`src/rtl/mcount_pkg.sv`:
```
// Package: shared widths and types for the multimode count engine.
// Assumes a count of six 4-bit digits; the time-of-day encoding relies on it.
package mcount_pkg;
    localparam int unsigned CNT_W = 24;
    localparam int unsigned DIG_W = 4;
    localparam int unsigned N_DIG = CNT_W / DIG_W;
    localparam int unsigned HR_LO = 4 * DIG_W;      // hours-units digit base bit
    localparam int unsigned HR_HI = 5 * DIG_W;      // hours-tens digit base bit

    typedef logic [CNT_W-1:0] cnt_t;
    typedef logic [DIG_W-1:0] dig_t;

    typedef enum logic [1:0] {
        ENC_BIN  = 2'd0,
        ENC_BCD  = 2'd1,
        ENC_HR24 = 2'd2
    } enc_e;

    // Resolve the mode inputs: time-of-day beats decimal, decimal beats binary.
    function automatic enc_e pick_enc(input logic bcd, input logic hr24);
        if (hr24)     return ENC_HR24;
        else if (bcd) return ENC_BCD;
        else          return ENC_BIN;
    endfunction
endpackage

```
`src/rtl/mcount_step.sv`:
```
// mcount_step: purely combinational next-value logic for one count step.
// Given the current count and a direction, it returns the stepped value and
// whether the step wraps the whole count. Assumes the caller applies the
// result only when exactly one enable is active.
module mcount_step
    import mcount_pkg::*;
(
    input  cnt_t       cur,
    input  logic       dir_up,
    input  enc_e       enc,
    output cnt_t       nxt,
    output logic       wrap
);
    localparam dig_t LIM_DEC = dig_t'(9);
    localparam dig_t LIM_SIX = dig_t'(5);
    localparam logic [7:0] HR_MAX = 8'd23;

    logic [N_DIG:0] chain;
    cnt_t           dec_val;

    assign chain[0] = 1'b1;

    // One decimal lane per digit; the ripple chain carries the step upward.
    for (genvar g = 0; g < N_DIG; g++) begin : g_lane
        dig_t lim;
        dig_t dv;
        dig_t nv;
        logic co;

        assign dv  = cur[g*DIG_W +: DIG_W];
        assign lim = ((enc == ENC_HR24) && ((g == 1) || (g == 3))) ? LIM_SIX : LIM_DEC;

        // Step this digit when the lower digits pass a carry or borrow in.
        always_comb begin
            nv = dv;
            co = 1'b0;
            if (chain[g]) begin
                if (dir_up) begin
                    if (dv >= lim) begin
                        nv = '0;
                        co = 1'b1;
                    end else begin
                        nv = dv + dig_t'(1);
                    end
                end else begin
                    if (dv == '0) begin
                        nv = lim;
                        co = 1'b1;
                    end else begin
                        nv = dv - dig_t'(1);
                    end
                end
            end
        end

        assign chain[g+1]                = co;
        assign dec_val[g*DIG_W +: DIG_W] = nv;
    end

    // Hours run as one 0..23 field so the tens digit sets the units limit.
    logic [7:0] hr_cur;
    logic [7:0] hr_nxt;
    logic       hr_wrap;
    dig_t       hr_tens;
    dig_t       hr_units;

    assign hr_cur = ({4'd0, cur[HR_HI +: DIG_W]} * 8'd10) + {4'd0, cur[HR_LO +: DIG_W]};

    // Step the hour field when the minutes pass a carry or borrow in.
    always_comb begin
        hr_nxt  = hr_cur;
        hr_wrap = 1'b0;
        if (chain[4]) begin
            if (dir_up) begin
                if (hr_cur >= HR_MAX) begin
                    hr_nxt  = 8'd0;
                    hr_wrap = 1'b1;
                end else begin
                    hr_nxt  = hr_cur + 8'd1;
                end
            end else begin
                if (hr_cur == 8'd0) begin
                    hr_nxt  = HR_MAX;
                    hr_wrap = 1'b1;
                end else begin
                    hr_nxt  = hr_cur - 8'd1;
                end
            end
        end
    end

    assign hr_tens  = dig_t'(hr_nxt / 8'd10);
    assign hr_units = dig_t'(hr_nxt % 8'd10);

    // Select the result for the active encoding.
    always_comb begin
        case (enc)
            ENC_HR24: begin
                if (chain[4]) nxt = {hr_tens, hr_units, dec_val[HR_LO-1:0]};
                else          nxt = {cur[CNT_W-1:HR_LO], dec_val[HR_LO-1:0]};
                wrap = hr_wrap;
            end
            ENC_BCD: begin
                nxt  = dec_val;
                wrap = chain[N_DIG];
            end
            default: begin
                nxt  = dir_up ? (cur + cnt_t'(1)) : (cur - cnt_t'(1));
                wrap = dir_up ? (&cur) : (~|cur);
            end
        endcase
    end
endmodule

```
`src/rtl/mcount_gate.sv`:
```
// mcount_gate: decides whether a requested step is taken and tracks the
// compare arming. Assumes step_req is high only when exactly one enable is
// active, and that wrap_taken is already qualified by go.
module mcount_gate (
    input  logic clk,
    input  logic rst_n,
    input  logic load,
    input  logic step_req,
    input  logic once_sel,
    input  logic wrap_taken,
    output logic go,
    output logic arm
);
    logic run_q;
    logic arm_q;

    assign go  = step_req && !load && (!once_sel || run_q);
    assign arm = arm_q;

    // Run flag: set by load, cleared by a wrap (used only in cycle-once mode).
    always_ff @(posedge clk) begin
        if (!rst_n)          run_q <= 1'b1;
        else if (load)       run_q <= 1'b1;
        else if (wrap_taken) run_q <= 1'b0;
    end

    // Compare arm: cleared by load, set by the first accepted step after it.
    always_ff @(posedge clk) begin
        if (!rst_n)    arm_q <= 1'b0;
        else if (load) arm_q <= 1'b0;
        else if (go)   arm_q <= 1'b1;
    end
endmodule

```
`src/rtl/mcount_core.sv`:
```
// mcount_core: top of the multimode 24-bit count engine. Holds the preset and
// count registers, the wrap pulses and the toggle flags. Mode inputs are
// assumed static while counting; count enables are single-cycle pulses.
module mcount_core
    import mcount_pkg::*;
(
    input  logic             clk,
    input  logic             rst_n,
    input  logic             up_en,
    input  logic             dn_en,
    input  logic             load,
    input  logic             preset_we,
    input  logic [CNT_W-1:0] preset_d,
    input  logic             bcd_sel,
    input  logic             hr24_sel,
    input  logic             divn_sel,
    input  logic             once_sel,
    output logic [CNT_W-1:0] count_q,
    output logic             carry,
    output logic             borrow,
    output logic             cmp_hit,
    output logic             cy_tog,
    output logic             bw_tog
);
    cnt_t cnt_r;
    cnt_t pre_q;
    cnt_t step_val;
    logic step_wrap;
    logic step_req;
    logic go;
    logic arm;
    logic wrap_taken;
    logic carry_r;
    logic borrow_r;
    logic cyt_r;
    logic bwt_r;
    enc_e enc;

    assign enc        = pick_enc(bcd_sel, hr24_sel);
    assign step_req   = up_en ^ dn_en;
    assign wrap_taken = go && step_wrap;

    mcount_step u_step (
        .cur    (cnt_r),
        .dir_up (up_en),
        .enc    (enc),
        .nxt    (step_val),
        .wrap   (step_wrap)
    );

    mcount_gate u_gate (
        .clk        (clk),
        .rst_n      (rst_n),
        .load       (load),
        .step_req   (step_req),
        .once_sel   (once_sel),
        .wrap_taken (wrap_taken),
        .go         (go),
        .arm        (arm)
    );

    // Preset register: written on request, read by load, compare and reload.
    always_ff @(posedge clk) begin
        if (!rst_n)         pre_q <= '0;
        else if (preset_we) pre_q <= preset_d;
    end

    // Count register: load first, then a taken step (reloading on wrap if dividing).
    always_ff @(posedge clk) begin
        if (!rst_n)                      cnt_r <= '0;
        else if (load)                   cnt_r <= pre_q;
        else if (wrap_taken && divn_sel) cnt_r <= pre_q;
        else if (go)                     cnt_r <= step_val;
    end

    // Wrap pulses: high for the single cycle following a wrapping step.
    always_ff @(posedge clk) begin
        if (!rst_n) begin
            carry_r  <= 1'b0;
            borrow_r <= 1'b0;
        end else begin
            carry_r  <= wrap_taken && up_en;
            borrow_r <= wrap_taken && dn_en;
        end
    end

    // Toggle flags: flip in step with each carry or borrow pulse.
    always_ff @(posedge clk) begin
        if (!rst_n) begin
            cyt_r <= 1'b0;
            bwt_r <= 1'b0;
        end else begin
            if (wrap_taken && up_en) cyt_r <= !cyt_r;
            if (wrap_taken && dn_en) bwt_r <= !bwt_r;
        end
    end

    assign count_q = cnt_r;
    assign carry   = carry_r;
    assign borrow  = borrow_r;
    assign cy_tog  = cyt_r;
    assign bw_tog  = bwt_r;
    assign cmp_hit = arm && (cnt_r == pre_q);
endmodule

```
`config.mk`:
```
export PLATFORM = sky130hd
export DESIGN_NAME = mcount_core
export DESIGN_NICKNAME = d
export VERILOG_FILES = /design/src/rtl/mcount_pkg.sv /design/src/rtl/mcount_step.sv /design/src/rtl/mcount_gate.sv /design/src/rtl/mcount_core.sv
export SDC_FILE = /design/constraint.sdc
export NUM_CORES = 1
export LEC_CHECK = 0
export ABC_AREA = 0
export BUFFER_PORTS_ARGS = -buffer_cell sky130_fd_sc_hd__clkbuf_2
export CORE_ASPECT_RATIO = 0.75
export CORE_MARGIN = 3
export CORE_UTILIZATION = 55
export CTS_BUF_LIST = sky130_fd_sc_hd__clkbuf_4 sky130_fd_sc_hd__clkbuf_8
export DETAILED_ROUTE_END_ITERATION = 7
export PLACE_DENSITY = 0.84
export SLEW_MARGIN = 10
export SYNTH_ARGS = -nofsm -noshare
export SYNTH_HDL_FRONTEND = slang
export SYNTH_SLANG_ARGS = --single-unit
```
`constraint.sdc`:
```
create_clock -name clk -period 11.3 [get_ports clk]
set_input_delay 2.26 -clock clk [delete_from_list [all_inputs] [get_ports clk]]
set_output_delay 2.26 -clock clk [all_outputs]
set_load 0.05 [all_outputs]
```
==> metrics.txt, run 1 <==
DP Cell Count=1114; drt wl/cell=19.5 um; max_cap viols=0; GR Overflow Total=0; Clock Pin Slew Worst Setup and Hold Paths=0.11 ns; Crit Path Category=in -> reg; antenna violations before repair=0; synthesized net count=1026; worst stage delay on the critical path=0.55 ns; Antenna Nets Post-Route=0; DRT iter0 DRCs=1138; fin crit period=6.77 ns; Main synth FF type=dfxtp_1; asr flop ratio synth=0; Power Total=0.000885 W; worst slew pin tran=0.986 ns; Top Ports=63; Crit. End Element=flip-flop; first drt pass iteration count=6; Pwr per Cell Area=119 mW/mm^2; setup_tns=0 ns; Yosys warning total=0; row cnt=35; most frequent cell after synthesis=o21ai_0; Post-CTS Setup Bufs=0; fraction of layout cells with a size suffix above 1=0.128; vias in the first global route=6693; Worst EP required=11.51 ns; H-tree depth=2; DR DRC count=0; Util after Layout=0.599; die area=0.0142 mm^2; Final nets=1045; unrepaired setup endpoints after global routing=false; Worst path slowest cell=and2_1; gr usage total=0.300; outcome=finished, final reports clean; Max VDD drop=110 uV; vias post-DR=7584; Seq/Total Area, Yosys=0.154; global-route wire length before repair=35.3 mm; Clock Sinks=54; Max-Slew Margin vs Limit=0.343; leakage=3.09 nW; CTS tree=yes; CTS root buf=clkbuf_8; final hold violation count=0; Post-synth EDFFs=0; vias per std cell=6.76; Core Region=0.0124 mm^2; Storage cell area=0.00108 mm^2; Layout fillers=1089; post_cts resized=0; Detailed Route WL=21.9 mm; Syn-to-layout area delta=5.42%; RePlAce Congestion=0.996; Syn Area/Cell=7.52 um^2; Min-Delay Path Class=reg -> reg; Die W=137 um; final setup fails=0; final std cells w/o fill=1122; Synth top area share=0.154; Critical Path, Cell by Cell=clkbuf_2 -> buf_4 -> inv_1 -> and3_2 -> a31oi_1 -> nor2_2 -> a31oi_1 -> and2_1 -> xnor2_1 -> a211oi_1 -> a311oi_1 -> a211oi_1 -> o311ai_0 -> o2bb2ai_1; top cells by count, synth=o21ai_0, nor2_1, nand2_1; Critical Path Source Type=primary input; Clk Latency, worst-skew pair=0.31 ns; IO Port Bufs=62; register bit total from synthesis=54; number of hold buffers added after cts=0; period utilisation layout=0.599; synth unique cells=98; multi-input logic area=0.00551 mm^2; largest net degree at the start of global routing=60; Antenna Cells=0; Die Height=104 um; CTS Buffer Depth=2; clk_skew=0.0127 ns; CP max FO=46; Synth Cell Area=0.00704 mm^2; hpwl dp=16.2 mm; Area contributors post-synth=dfxtp_1, ha_1, o21ai_0; Post-Syn Instances=936; Worst EP arrival=6.99 ns; Max Clk Rate=0.148 GHz; initial cell density of the core=0.568; Num CTS Buffers=5; largest area contributor in the netlist=dfxtp_1; Slew Limit Fails=0
==> worst paths after layout <==
path                            startpoint                       end  slack, ns  cells past startpoint
hold reg to reg      pre_q[4]$_SDFFE_PN0P_   count_q[4]$_SDFFE_PN0P_       0.51                      2
hold / removal       pre_q[4]$_SDFFE_PN0P_   count_q[4]$_SDFFE_PN0P_       0.51                      2
setup reg to reg  count_q[21]$_SDFFE_PN0P_  count_q[22]$_SDFFE_PN0P_       5.25                     14
setup / recovery                     up_en  count_q[19]$_SDFFE_PN0P_       4.53                     14
==> kinds of logic (layout without fill, tap and decap cells) <==
group / after synthesis / in the layout / synth area share
mux: 29 / 29 / 0.0423
simple gates: 324 / 324 / 0.241
fa+ha+maj: 56 / 56 / 0.103
flops: 54 / 54 / 0.154
compound gates: 324 / 324 / 0.326
xor+xnor: 56 / 56 / 0.0697
buf+inv: 93 / 113 / 0.0656
==> final cells by class <==
| class | count | share of cell area |
|---|---|---|
| Sequential cell | 54 | 0.146 |
| Clock inverter | 3 | 0.00657 |
| Multi-Input combinational cell | 789 | 0.742 |
| Inverter | 33 | 0.0167 |
| Tap cell | 166 | 0.0280 |
| Clock buffer | 5 | 0.00927 |
| Timing Repair Buffer | 72 | 0.0519 |
==> layer usage <==
metal  track usage  part of all wire  up-vias
li1              -                 -     3564
met1         0.479              0.46     3484
met2         0.393              0.38      498
met3        0.0986              0.14       38
met4        0.0295            0.0091        0
met5             0                 0        -
==> layout by cell type, fill, tap and decap left out, types with 32 or more instances in the layout <==
cell      Yosys  layout
a21oi_1      59      58
clkbuf_2      1      62
dfxtp_1      54      54
ha_1         53      53
inv_1        33      33
nand2_1      61      61
nand3_1      42      42
nor2_1       71      71
nor2b_1      32      32
o21ai_0      72      72
xnor2_1      34      34
==> worst max-delay path: cells and delay by family <==
kind / cells / cell delay [ns]
AOI/OAI and AO/OA: 7 / 1.96
xor gates and xnor gates: 1 / 0.20
and+or+nand+nor: 3 / 1.09
buffers and inverters: 3 / 1.43
==> flip-flops by register name, summed over array words and instances (netlist names) <==
signal and count:
carry 1, cy_tog 1, pre_q 24, count_q 24
u_gate.run_q 1, u_gate.arm 1, bw_tog 1, borrow 1
==> per-stage QoR <==
| step | hold slack [ns] | cell area, um^2 | setup slack, ns |
|---|---|---|---|
| 2_1_floorplan | 0.448 | 7040 | 5.55 |
| 3_3_place_gp | 0.462 | 7300 | 4.42 |
| 3_5_place_dp | 0.485 | 7300 | 4.40 |
| 4_1_cts | 0.511 | 7420 | 4.71 |
| 5_1_grt | 0.531 | 7420 | 4.13 |
| 6_report | 0.509 | 7420 | 4.53 |
==> power by group <==
group	internal [W]	leakage (nW)	switching (W)
Sequential	0.000203	0.444	0.0000299
Combinational	0.000190	2.59	0.000326
Clock	0.0000676	0.0563	0.0000689
No activity file was read; power rests on OpenSTA's default activity.
==> inputs of run 2 (changes only) <==
clock period = 7 ns   (was 11.3 ns; I/O delays follow)
==> metrics.txt, run 2 (synthesized netlist as in run 1, its figures left out) <==
clk_skew=0.00640 ns; leakage=3.08 nW; Critical Path Source Type=flip-flop; Antenna Cells=0; number of hold buffers added after cts=0; Max VDD drop=150 uV; Final nets=1045; Clock Pin Slew Worst Setup and Hold Paths=0.10 ns; Die W=137 um; unrepaired setup endpoints after global routing=false; Num CTS Buffers=5; gr usage total=0.296; H-tree depth=2; Switching Share=0.491; r2r worst-path depth=15; Core Region=0.0124 mm^2; vias post-DR=7618; GR Overflow Total=0; worst slew pin tran=1.26 ns; reg2reg setup slack=1.28 ns; most frequent cells in the layout=o21ai_0, nor2_1, clkbuf_2; setup_tns=0 ns; Clock Sinks=54; Crit. End Element=flip-flop; Slew Limit Fails=0; RePlAce Congestion=0.965; antenna violations before repair=1; Logic pwr share=0.594; Syn-to-layout area delta=5.08%; r2r endpoint=count_q[17]$_SDFFE_PN0P_; Layout fillers=1159; post_cts resized=0; internal power=0.000710 W; Pwr per Cell Area=188 mW/mm^2; Top Ports=63; fin crit period=5.72 ns; min-delay src=u_gate.arm$_SDFFE_PP0P_; initial cell density of the core=0.568; CTS Buffer Depth=2; CTS tree=yes; global-route wire length before repair=34.9 mm; Antenna Nets Post-Route=0; max_cap viols=0; fraction of layout cells with a size suffix above 1=0.128; multi-input logic area=0.00551 mm^2; IO Port Bufs=62; vias per std cell=6.79; Storage cell area=0.00108 mm^2; DR DRC count=0; CP Launch Point=count_q[21]$_SDFFE_PN0P_; Clk Latency, worst-skew pair=0.31 ns; Max-Slew Margin vs Limit=0.158; row cnt=35; drt wl/cell=19.3 um; Detailed Route WL=21.6 mm; DRT iter0 DRCs=1179; Die Height=104 um; NetSw=0.000685 W; CTS root buf=clkbuf_8; Post-CTS Setup Bufs=0; largest net degree at the start of global routing=75; Min-Delay Path Class=reg -> reg; hpwl dp=16.0 mm; Seq pwr share=0.273; dpl ws=1.12 ns; period utilisation layout=0.818; Crit Path Category=reg -> reg; die area=0.0142 mm^2; Max Clk Rate=0.175 GHz; first drt pass iteration count=6; vias in the first global route=6834; most common cell after layout, fill and taps aside=o21ai_0; Setup crit end=count_q[17]$_SDFFE_PN0P_; final setup fails=0; CP max FO=15; outcome=finished, final reports clean; setup slack after layout=1.28 ns; Worst EP arrival=5.98 ns; final hold violation count=0; clock power share=0.133; Worst EP required=7.25 ns; RR Startpoint=count_q[21]$_SDFFE_PN0P_
[run 2: cell types whose count changed in the layout (fill, tap and decap cells not counted)]
| cell | change |
|---|---|
| bufinv_16 | -1 |
| inv_6 | +1 |
| clkbuf_4 | +1 |
| clkinv_4 | +1 |
| clkinvlp_4 | -1 |
| inv_8 | -1 |
[run 2: power by group through the flow]
stage	registers [W]	logic (W)	clock network, W
finish	0.000381	0.000828	0.000185
global route	0.000383	0.000902	0.000199
CTS	0.000377	0.000803	0.000184
detailed placement	0.000384	0.000797	0
global placement	0.000384	0.000790	0
floorplan	0.000398	0.000614	0
[run 2: per-stage QoR]
step	area, um^2	power (W)	util	hold WS (ns)	std cells
after floorplan	7040	0.00101	-	0.448	936
after global placement	7300	0.00117	0.589	0.464	1114
after detailed placement	7300	0.00118	0.589	0.479	1114
after CTS	7400	0.00136	0.597	0.503	1122
after global routing	7400	0.00148	0.597	0.544	1122
final	7400	0.00139	0.597	0.503	1122
[run 2: layer usage]
metal  global-route usage  vias up  wire length (um)  part of all wire
li1                     -     3541                 -                 -
met1                0.462     3502              9720              0.45
met2                0.403      531              8450              0.39
met3               0.0827       44              3200              0.15
met4               0.0482        0               274             0.013
met5                    0        -                 0                 0
[run 2: worst min-delay path by stage]
| stage | end | slack, ns | cells past startpoint |
|---|---|---|---|
| 2_1_floorplan | u_gate.run_q$_SDFFE_PP1P_ | 0.45 | 2 |
| 3_3_place_gp | u_gate.run_q$_SDFFE_PP1P_ | 0.46 | 2 |
| 5_1_grt | u_gate.arm$_SDFFE_PP0P_ | 0.54 | 2 |
| 3_5_place_dp | u_gate.run_q$_SDFFE_PP1P_ | 0.48 | 2 |
| 6_report | u_gate.arm$_SDFFE_PP0P_ | 0.50 | 2 |
| 4_1_cts | u_gate.arm$_SDFFE_PP0P_ | 0.50 | 2 |
[run 2: critical path, stage by stage, from the launching register on]
cell and delay, ns:
dfxtp_1 0.68, ha_1 0.34, ha_1 0.23, fa_1 0.58, nor2b_1 0.07, a32oi_1 0.54, o311ai_0 0.39, nor3_2 0.52
a31oi_1 0.28, and2_1 0.43, o32a_1 0.42, o211ai_2 0.24, o21ai_0 0.18, or3b_1 0.37, mux2_4 0.27, o21ai_2 0.13
[run 2: cell type report]
type,instances,share of cell area
Inverter,33,0.0167
Sequential cell,54,0.146
Tap cell,166,0.0281
Clock inverter,2,0.00237
Multi-Input combinational cell,789,0.744
Clock buffer,6,0.0103
Timing Repair Buffer,72,0.0521
